[config.mk]
export PLATFORM = sky130hd
export DESIGN_NAME = lane_edge_bank
export DESIGN_NICKNAME = d
export VERILOG_FILES = /design/src/rtl/leb_pkg.sv /design/src/rtl/leb_cfg.sv /design/src/rtl/leb_detect.sv /design/src/rtl/leb_readback.sv /design/src/rtl/lane_edge_bank.sv
export SDC_FILE = /design/constraint.sdc
export NUM_CORES = 2
export LEC_CHECK = 0
export BUFFER_PORTS_ARGS = -buffer_cell sky130_fd_sc_hd__buf_2
export CORE_UTILIZATION = 35
export DETAILED_ROUTE_END_ITERATION = 10
export SYNTH_ARGS = -nofsm -noshare
export SYNTH_HDL_FRONTEND = slang
export SYNTH_HIERARCHICAL = 1
export SYNTH_SLANG_ARGS = --single-unit
export TNS_END_PERCENT = 20
[constraint.sdc]
create_clock -name clk -period 3.54 [get_ports clk]
set_clock_uncertainty 0.15 [all_clocks]
set_input_delay 0.354 -clock clk [delete_from_list [all_inputs] [get_ports clk]]
set_output_delay 0.354 -clock clk [all_outputs]
set_load 0.03 [all_outputs]
[src/rtl/leb_pkg.sv]
// Shared definitions for the indexed per-lane edge detector.
// Assumes: the edge code is 2 bits wide and 3 is the only illegal value.
package leb_pkg;
    typedef enum logic [1:0] {
        EDGE_RISE = 2'd0,
        EDGE_FALL = 2'd1,
        EDGE_ANY  = 2'd2,
        EDGE_BAD  = 2'd3
    } edge_code_t;

    localparam int CODE_W = 2;
endpackage

[src/rtl/leb_cfg.sv]
// Configuration store: lane pointer, per-lane edge codes and suppress bits.
// A write of an edge code or a suppress bit goes to the lane named by the
// pointer value held before the current cycle. An illegal code is dropped
// and flagged for one cycle.
// Assumes: LANES is a power of two, so every pointer value names a lane.
module leb_cfg
    import leb_pkg::*;
#(
    parameter int LANES = 256,
    parameter int PTR_W = $clog2(LANES)
) (
    input  logic                          clk,
    input  logic                          rst_n,
    input  logic                          ptr_we,
    input  logic [PTR_W-1:0]              ptr_wdata,
    input  logic                          code_we,
    input  logic [CODE_W-1:0]             code_wdata,
    input  logic                          sup_we,
    input  logic                          sup_wdata,
    output logic [LANES-1:0][CODE_W-1:0]  lane_code,
    output logic [LANES-1:0]              lane_sup,
    output logic                          cfg_err
);
    logic [PTR_W-1:0] ptr_q;
    logic             code_ok;

    assign code_ok = (code_wdata != EDGE_BAD);

    // Holds the lane pointer until software writes a new one.
    always_ff @(posedge clk) begin
        if (!rst_n)      ptr_q <= '0;
        else if (ptr_we) ptr_q <= ptr_wdata;
    end

    // Pulses the error flag for one cycle after an illegal code write.
    always_ff @(posedge clk) begin
        if (!rst_n) cfg_err <= 1'b0;
        else        cfg_err <= code_we && !code_ok;
    end

    for (genvar g = 0; g < LANES; g++) begin : g_lane
        logic hit;
        assign hit = (ptr_q == PTR_W'(g));

        // Stores this lane's edge code; illegal codes are dropped.
        always_ff @(posedge clk) begin
            if (!rst_n)                        lane_code[g] <= EDGE_RISE;
            else if (code_we && hit && code_ok) lane_code[g] <= code_wdata;
        end

        // Stores this lane's suppress bit.
        always_ff @(posedge clk) begin
            if (!rst_n)            lane_sup[g] <= 1'b0;
            else if (sup_we && hit) lane_sup[g] <= sup_wdata;
        end
    end


    err_source_chk: assert property (@(posedge clk) disable iff (!rst_n)
        cfg_err |-> $past(code_we && (code_wdata == EDGE_BAD)));


    ptr_hold_chk: assert property (@(posedge clk) disable iff (!rst_n)
        !ptr_we |=> $stable(ptr_q));
endmodule

[src/rtl/leb_detect.sv]
// Edge detection: keeps the previous bus sample and compares the live bus
// with it. The per-lane hits, after suppression, are registered as event
// pulses together with an aggregate flag.
// Assumes: lane_code never holds 3 (the config store rejects it).
module leb_detect
    import leb_pkg::*;
#(
    parameter int LANES = 256
) (
    input  logic                          clk,
    input  logic                          rst_n,
    input  logic [LANES-1:0]              mon,
    input  logic [LANES-1:0][CODE_W-1:0]  lane_code,
    input  logic [LANES-1:0]              lane_sup,
    output logic [LANES-1:0]              evt,
    output logic                          any_evt
);
    logic [LANES-1:0] hist_q;
    logic [LANES-1:0] rise_v;
    logic [LANES-1:0] fall_v;
    logic [LANES-1:0] hit_v;

    // Samples the bus every clock; reset also loads the live value.
    always_ff @(posedge clk) begin
        hist_q <= mon;
    end

    assign rise_v = mon & ~hist_q;
    assign fall_v = ~mon & hist_q;

    for (genvar g = 0; g < LANES; g++) begin : g_hit
        // Selects the transition this lane reports and applies suppression.
        assign hit_v[g] = !lane_sup[g] &&
            (((lane_code[g] == EDGE_RISE) && rise_v[g]) ||
             ((lane_code[g] == EDGE_FALL) && fall_v[g]) ||
             ((lane_code[g] == EDGE_ANY)  && (rise_v[g] || fall_v[g])));
    end

    // Registers the per-lane events and the aggregate flag.
    always_ff @(posedge clk) begin
        if (!rst_n) begin
            evt     <= '0;
            any_evt <= 1'b0;
        end else begin
            evt     <= hit_v;
            any_evt <= |hit_v;
        end
    end


    sup_quiet_chk: assert property (@(posedge clk) disable iff (!rst_n)
        (evt & $past(lane_sup)) == '0);


    any_match_chk: assert property (@(posedge clk) disable iff (!rst_n)
        any_evt == (|evt));
endmodule

[src/rtl/leb_readback.sv]
// Packed read-back: shows the edge codes as 32-bit words holding 16 lanes
// each, and the suppress bits as words holding 32 lanes each.
// Suppress words past the last one read as zero.
// Assumes: 2*LANES and LANES are multiples of WORD_W.
module leb_readback
    import leb_pkg::*;
#(
    parameter int LANES  = 256,
    parameter int WORD_W = 32,
    parameter int RD_AW  = $clog2((LANES * CODE_W) / WORD_W)
) (
    input  logic [LANES-1:0][CODE_W-1:0]  lane_code,
    input  logic [LANES-1:0]              lane_sup,
    input  logic                          rd_space,
    input  logic [RD_AW-1:0]              rd_addr,
    output logic [WORD_W-1:0]             rd_data
);
    localparam int CODE_WORDS = (LANES * CODE_W) / WORD_W;
    localparam int SUP_WORDS  = LANES / WORD_W;
    localparam int SUP_AW     = (SUP_WORDS > 1) ? $clog2(SUP_WORDS) : 1;

    logic [LANES*CODE_W-1:0] code_flat;
    logic [WORD_W-1:0]       code_words [CODE_WORDS];
    logic [WORD_W-1:0]       sup_words  [SUP_WORDS];
    logic                    sup_in_range;

    assign code_flat    = lane_code;
    assign sup_in_range = (32'(rd_addr) < SUP_WORDS);

    for (genvar w = 0; w < CODE_WORDS; w++) begin : g_cw
        assign code_words[w] = code_flat[w*WORD_W +: WORD_W];
    end

    for (genvar w = 0; w < SUP_WORDS; w++) begin : g_sw
        assign sup_words[w] = lane_sup[w*WORD_W +: WORD_W];
    end

    // Selects the addressed word in the chosen space.
    always_comb begin
        if (!rd_space)          rd_data = code_words[rd_addr];
        else if (sup_in_range)  rd_data = sup_words[rd_addr[SUP_AW-1:0]];
        else                    rd_data = '0;
    end
endmodule

[src/rtl/lane_edge_bank.sv]
// Top of the indexed per-lane edge detector. Joins the configuration
// store, the detector and the packed read-back.
// Assumes: all inputs are synchronous to clk; reset is synchronous, active low.
module lane_edge_bank
    import leb_pkg::*;
#(
    parameter int LANES  = 256,
    parameter int WORD_W = 32,
    parameter int PTR_W  = $clog2(LANES),
    parameter int RD_AW  = $clog2((LANES * CODE_W) / WORD_W)
) (
    input  logic               clk,
    input  logic               rst_n,
    input  logic [LANES-1:0]   mon_i,
    input  logic               ptr_we_i,
    input  logic [PTR_W-1:0]   ptr_i,
    input  logic               code_we_i,
    input  logic [1:0]         code_i,
    input  logic               sup_we_i,
    input  logic               sup_i,
    input  logic               rd_space_i,
    input  logic [RD_AW-1:0]   rd_addr_i,
    output logic [WORD_W-1:0]  rd_data_o,
    output logic [LANES-1:0]   evt_o,
    output logic               any_evt_o,
    output logic               cfg_err_o
);
    logic [LANES-1:0][CODE_W-1:0] lane_code;
    logic [LANES-1:0]             lane_sup;

    leb_cfg #(.LANES(LANES), .PTR_W(PTR_W)) u_cfg (
        .clk        (clk),
        .rst_n      (rst_n),
        .ptr_we     (ptr_we_i),
        .ptr_wdata  (ptr_i),
        .code_we    (code_we_i),
        .code_wdata (code_i),
        .sup_we     (sup_we_i),
        .sup_wdata  (sup_i),
        .lane_code  (lane_code),
        .lane_sup   (lane_sup),
        .cfg_err    (cfg_err_o)
    );

    leb_detect #(.LANES(LANES)) u_det (
        .clk       (clk),
        .rst_n     (rst_n),
        .mon       (mon_i),
        .lane_code (lane_code),
        .lane_sup  (lane_sup),
        .evt       (evt_o),
        .any_evt   (any_evt_o)
    );

    leb_readback #(.LANES(LANES), .WORD_W(WORD_W), .RD_AW(RD_AW)) u_rb (
        .lane_code (lane_code),
        .lane_sup  (lane_sup),
        .rd_space  (rd_space_i),
        .rd_addr   (rd_addr_i),
        .rd_data   (rd_data_o)
    );

    // Counts clocks since reset so the history check only looks at valid samples.
    logic [1:0] warm_q;
    always_ff @(posedge clk) begin
        if (!rst_n)              warm_q <= '0;
        else if (warm_q != 2'd2) warm_q <= warm_q + 2'd1;
    end


    evt_needs_change_chk: assert property (@(posedge clk)
        disable iff (!rst_n || (warm_q != 2'd2))
        (|evt_o) |-> ($past(mon_i) != $past(mon_i, 2)));
endmodule

# ---- After elaboration in Yosys (flattened, before gate mapping)
# Index checks and enable logic that the tools add are counted.
dict set report totals {
  wordCells 4378
  output_inout_bits 290
  register_bits 1290
}
dict set report op_classes {
  muxes 8
  order_cmp 3
  reduce_logical 3076
  eq_ne 768
  n_bitwise 6
}
# cell n
set op_table {}
lappend op_table {{1-bit logical AND} 1793}
lappend op_table {{8-bit equality test (second input constant)} 128}
lappend op_table {{1-bit logical OR} 768}
lappend op_table {{256-bit AND} 2}
lappend op_table {{2-bit by 1-bit equality test with 1-bit output (second input constant)} 256}
lappend op_table {{2-bit equality test (second input constant)} 256}
lappend op_table {{8-bit by 7-bit equality test with 1-bit output (second input constant)} 64}
lappend op_table {{2-bit zero test} 256}
lappend op_table {{256-bit NOT} 2}
lappend op_table {{1-bit zero test} 257}
lappend op_table {{8-bit by 6-bit equality test with 1-bit output (second input constant)} 32}
lappend op_table {{256-bit OR reduction} 1}
lappend op_table {{32-bit 2-to-1 mux} 6}
lappend op_table {{32-bit binary-select mux with 4-bit select} 1}
lappend op_table {{8-bit by 5-bit equality test with 1-bit output (second input constant)} 16}
lappend op_table {{32-bit binary-select mux with 3-bit select} 1}
lappend op_table {{8-bit by 4-bit equality test with 1-bit output (second input constant)} 8}
lappend op_table {{8-bit by 3-bit equality test with 1-bit output (second input constant)} 4}
lappend op_table {{8-bit by 2-bit equality test with 1-bit output (second input constant)} 2}
lappend op_table {{8-bit by 1-bit equality test with 1-bit output (second input constant)} 1}
lappend op_table {{8-bit zero test} 1}
lappend op_table {{5-bit greater-or-equal comparator (second input constant)} 1}
lappend op_table {{4-bit NOT with 5-bit output} 1}
lappend op_table {{4-bit greater-or-equal comparator (second input constant)} 1}
lappend op_table {{other kinds (3)} 3}

# ---- Logic depth before layout (Yosys ltp)
dict set report depth {
  word_depth 7
  depth_mapped 9
  depth_no_buf 8
}

# ---- Hierarchy
# The synthesis kept the hierarchy.
# module cells_each area_per_inst_um2 instances
set modules_own_cells {}
lappend modules_own_cells {leb_cfg 3140 31425.1 1}
lappend modules_own_cells {leb_detect 2984 27625.2 1}
lappend modules_own_cells {leb_readback 719 6481.2 1}

# ---- Least setup slack after synthesis
# OpenSTA, ideal clock, no wires.
dict set report synth_timing {
  path_type {in2out}
  startpoint {input rd_addr_i[0]}
  endpoint {output rd_data_o[15]}
  n_path_buf 3
  stages 7
  setup_slack_ns 1.241
  t_required_ns 3.036
  arrival_time_ns 1.795
  cell_sequence {buf_6 > buf_8 > buf_8 > mux2i_1 > a221oi_1 > nor2_1 > o211ai_1}
}
dict set report synth_via {
  elab_chain_cells 6
}
# item line
set synth_lines {}
lappend synth_lines {{start: declaration} lane_edge_bank.sv:22} ;# input logic [RD_AW-1:0] rd_addr_i,
lappend synth_lines {{3-bit NOT with 4-bit output (not written as such)} leb_readback.sv:41} ;# else if (sup_in_range) rd_data = sup_words[rd_addr[SUP_AW-1:0]];
lappend synth_lines {{32-bit binary-select mux with 3-bit select} leb_readback.sv:41}
lappend synth_lines {{32-bit 2-to-1 mux (not written as such) (2 in series)} leb_readback.sv:41}
lappend synth_lines {{32-bit 2-to-1 mux} leb_readback.sv:41}
lappend synth_lines {{32-bit 2-to-1 mux *} leb_readback.sv:40} ;# if (!rd_space) rd_data = code_words[rd_addr];
lappend synth_lines {{end: declaration} lane_edge_bank.sv:23} ;# output logic [WORD_W-1:0] rd_data_o,
# Every way passes the cells marked *; elsewhere a longest branch is shown, timed or not. The select of a mux whose other input is x is not followed.

# ---- Final worst setup path
dict set report layout_timing {
  startpoint {register u_det.hist_q[56]}
  endpoint {register u_det.any_evt}
}
dict set report layout_via {
  elab_chain_cells 7
}
# item line
set layout_lines {}
lappend layout_lines {{start: declaration} leb_detect.sv:18} ;# logic [LANES-1:0] hist_q;
lappend layout_lines {{start signal: assignment} leb_detect.sv:25} ;# hist_q <= mon;
lappend layout_lines {{256-bit NOT} leb_detect.sv:28} ;# assign rise_v = mon & ~hist_q;
lappend layout_lines {{256-bit AND} leb_detect.sv:28}
lappend layout_lines {{1-bit logical AND / 1-bit logical OR (equally long branches)} {leb_detect.sv:34, leb_detect.sv:36}}
lappend layout_lines {{1-bit logical OR / 1-bit logical AND (equally long branches)} {leb_detect.sv:34, leb_detect.sv:36}}
lappend layout_lines {{1-bit logical OR *} leb_detect.sv:35} ;# ((lane_code[g] == EDGE_FALL) && fall_v[g]) ||
lappend layout_lines {{1-bit logical AND *} leb_detect.sv:33} ;# assign hit_v[g] = !lane_sup[g] &&
lappend layout_lines {{256-bit OR reduction *} leb_detect.sv:46} ;# any_evt <= |hit_v;
lappend layout_lines {{end signal: assignment} leb_detect.sv:46}
lappend layout_lines {{end: declaration} leb_detect.sv:16} ;# output logic any_evt
# Every way passes the cells marked *; elsewhere a longest branch is shown, timed or not.
# A chain may end at the register's enable or synchronous reset.

==> impl_metrics.yaml <==
outcome:
  status: "complete, but fails checks"
  violations: "negative setup slack"
worst_setup_path:
  start_kind: "flip-flop"
  cp_common_cell: "nand4_1"
  r2r_start: "u_det/hist_q[56]"
  cp_cell_sequence: "inv_1 > ha_1 > mux2_2 > o211ai_1 > nand4_1 > nor4_1 > nand4_1 > buf_4 > o41a_1"
  cpLargestDelayFamily: "simple AND/OR/NAND/NOR gates"
  cp.arrival_ns: 4.10
  r2r_end: "u_det/any_evt"
  path_class: "flip-flop to flip-flop"
  cp_num_buf_inv: 2
  endpoint_kind: "flip-flop"
  reg2regPathDepth: 9
  slowest_stage: "nor4_1"
  ff2ff_setup_slack_ns: -0.02
  slowest_delay_ns: 0.67
  cp.required_ns: 4.09
  path_max_fanout: 2
clock_tree:
  cts-root-buf: "clkbuf_16"
  numCtsBuffers: 152
  clock-sinks: 1290
  ctsLongestPathBuffers: 3
  path_clk_slew_ns: 0.06
  clk_latency_ns: 0.82
  cts_tree: "done"
  htree_levels: 4
global_route:
  grt_pass1_wl_um: 412000
  track_usage_pct: 30.0
  grt_pass1_vias: 56500
  grt_antenna_before_repair: 48
  grt_start_max_net_pins: 218
  overflow: 0
min_path:
  hold_depth: 3
  holdPathEnd: "u_cfg/lane_sup[30]"
  hp-class: "input port to flip-flop"
  min-delay-start: "sup_i"
floorplan:
  die-area_um2: 189000
  rows: 158
  die_height_um: 435
  start_util_pct: 35.3
  die_x_um: 435
  pin_count: 567
  core_area_um2: 186000
detailed_routing:
  dr_wl_met3_um: 26800
  met1_length_um: 118000
  drt_wl_total_um: 297000
  vias_per_cell: 5.74
  route.met2.wl_um: 128000
  num_vias: 59000
  initialDrtViolationCount: 6784
  top_layer: "met5"
  detail_route.wl_per_cell_um: 28.9
  ant_nets: 0
  firstDrtPassIters: 6
  drc_errors: 0
logic_synthesis:
  yosys_warnings: 6
  ys_types: 54
  ys_seq_elements: 1290
  synth_nets: 7632
  synth_ff_type: "dfxtp_1"
  yosysSeqAreaShare_pct: 39.4
  syn_avg_cell_area_um2: 9.58
  yosysTopAreaCell: "dfxtp_1"
  synth_edf_count: 0
  synthTopCellsByArea: "dfxtp_1 39%, mux2i_1 13%, ha_1 9.8%"
  syn_area_um2: 65500
  synth_top_area_share_pct: 39.4
  async_reset_ff_share_pct: 0
  postSynthCellCount: 6843
timing:
  max-slew-margin-rel_pct: 23.5
  whs_ns: 0.0455
  hold_viol: 0
  postLayoutSetupSlackWorst_ns: -0.0163
  max_freq_ghz: 0.281
  tns_ns: -0.0163
  slew_viol_final: 0
  finalSetupViolCount: 1
  rsz0062_at_grt: "no"
  worstMarginPinSlew_ns: 1.15
  timing.final.crit_share_pct: 100
  period_needed_ns: 3.56
power_and_ir_drop:
  p_total_w: 0.0360
  switching_share_pct: 26.6
  ir_worst_vdd_uv: 357
  p_clk_share_pct: 47.2
  intPower_w: 0.0264
  power.density_nw_per_um2: 446
  power_frac_comb_pct: 11.2
  seqPwrFrac_pct: 41.6
  p_leak_nw: 37.5
  power.switching_w: 0.00958
finish:
  drive_above_1_share_pct: 20.0
  final_cell_mix: "1290 x dfxtp_1, 840 x mux2i_1, 715 x inv_1, 655 x nand2_1, 564 x buf_2"
  final_nets: 8446
  final_common_cell: "dfxtp_1"
  areaGrowthSynthToFinish_pct: 23.3
  final_cell_count_no_fill: 10300
flow_run:
  maxCapViolations: 0
placed_design:
  port_buffers: 566
  dp_hpwl_um: 223000
  place_inst: 9707
  place.gp.congestion: 1.06
==> state kept, by name, summed over array words and instances (netlist names) <==
register         count
u_cfg/cfg_err        1
u_cfg/ptr_q          8
u_det/hist_q       256
u_det/any_evt        1
u_cfg/lane_sup     256
u_det/evt          256
u_cfg/lane_code    512
==> cells by family after synthesis <==
kind of cell             synth area share (%)
buffers and inverters                    8.01
adder cells (fa/ha/maj)                  9.78
AND/OR/NAND/NOR                          12.5
AO/OA/AOI/OAI                            11.7
flip-flops                               39.4
multiplexers                             18.5
==> final cells by class <==
type	count	area (µm²)
Antenna cell	19	47.5
Clock buffer	205	4360
Clock inverter	69	998
Fill cell	17800	105000
Inverter	716	2700
Multi-Input combinational cell	4287	34600
Sequential cell	1290	25800
Tap cell	2480	3100
Timing Repair Buffer	1210	9130
==> cells in the mapped netlist, types with 44 or more instances <==
library cell / instances
a22oi_1: 96
a31oi_1: 53
buf_2: 108
clkbuf_1: 353
dfxtp_1: 1290
ha_1: 512
inv_1: 716
mux2_1: 48
mux2_2: 151
mux2i_1: 840
mux4_2: 64
nand2_1: 659
nand3_1: 147
nand4_1: 318
nor2_1: 320
nor4bb_1: 53
o211ai_1: 191
o211ai_2: 44
o21ai_0: 203
o311ai_0: 142
o311ai_1: 50
o41ai_1: 192
or2_2: 53
==> power by group through the flow <==
stage	clock (W)	combinational, W	sequential (W)
6_report	0.0170	0.00404	0.0150
5_1_grt	0.0178	0.00423	0.0150
4_1_cts	0.0172	0.00397	0.0150
3_5_place_dp	0	0.00367	0.0153
3_3_place_gp	0	0.00359	0.0153
2_1_floorplan	0	0.00180	0.0155
==> layer usage <==
layer,vias up,track usage [%]
met3,735,6.42
met5,-,0
met2,3033,45.3
met4,36,21.1
met1,29100,38.0
li1,26000,-
==> worst register-to-register path: stages (launching register included) <==
cell and delay (ns):
dfxtp_1 0.34, inv_1 0.05, ha_1 0.17, mux2_2 0.26
o211ai_1 0.47, nand4_1 0.30, nor4_1 0.67, nand4_1 0.44
buf_4 0.29, o41a_1 0.31
==> how the worst max path moves through the flow <==
stage / start / cells past startpoint / slack (ns) / to
global placement: mon_i[41] / 10 / -0.22 / u_det/any_evt
CTS: u_det/hist_q[234] / 9 / 0.09 / u_det/any_evt
detailed placement: mon_i[41] / 10 / -0.17 / u_det/any_evt
finish: u_det/hist_q[56] / 9 / -0.02 / u_det/any_evt
global route: u_det/hist_q[234] / 9 / 0.06 / u_det/any_evt
floorplan: rd_addr_i[0] / 7 / 1.24 / rd_data_o[15]
==> stage by stage <==
step / util, % / setup slack [ns] / area [µm²]
6_report: 43.5 / -0.0163 / 80800
2_1_floorplan: - / 1.24 / 65500
4_1_cts: 43.5 / 0.0872 / 80700
3_5_place_dp: 39.1 / -0.173 / 72600
5_1_grt: 43.5 / 0.0607 / 80800
3_3_place_gp: 39.1 / -0.217 / 72600
==> repair_timing <==
action | 4_1_cts | 5_1_grt
endpoints found under the setup margin | 1 | 0
resized for setup | 1 | 0
endpoints found under the hold margin | 412 | 0
hold buffers | 276 | 0
buffers inserted | 0 | 0
Note: power is estimated with default switching activity, not from simulation.
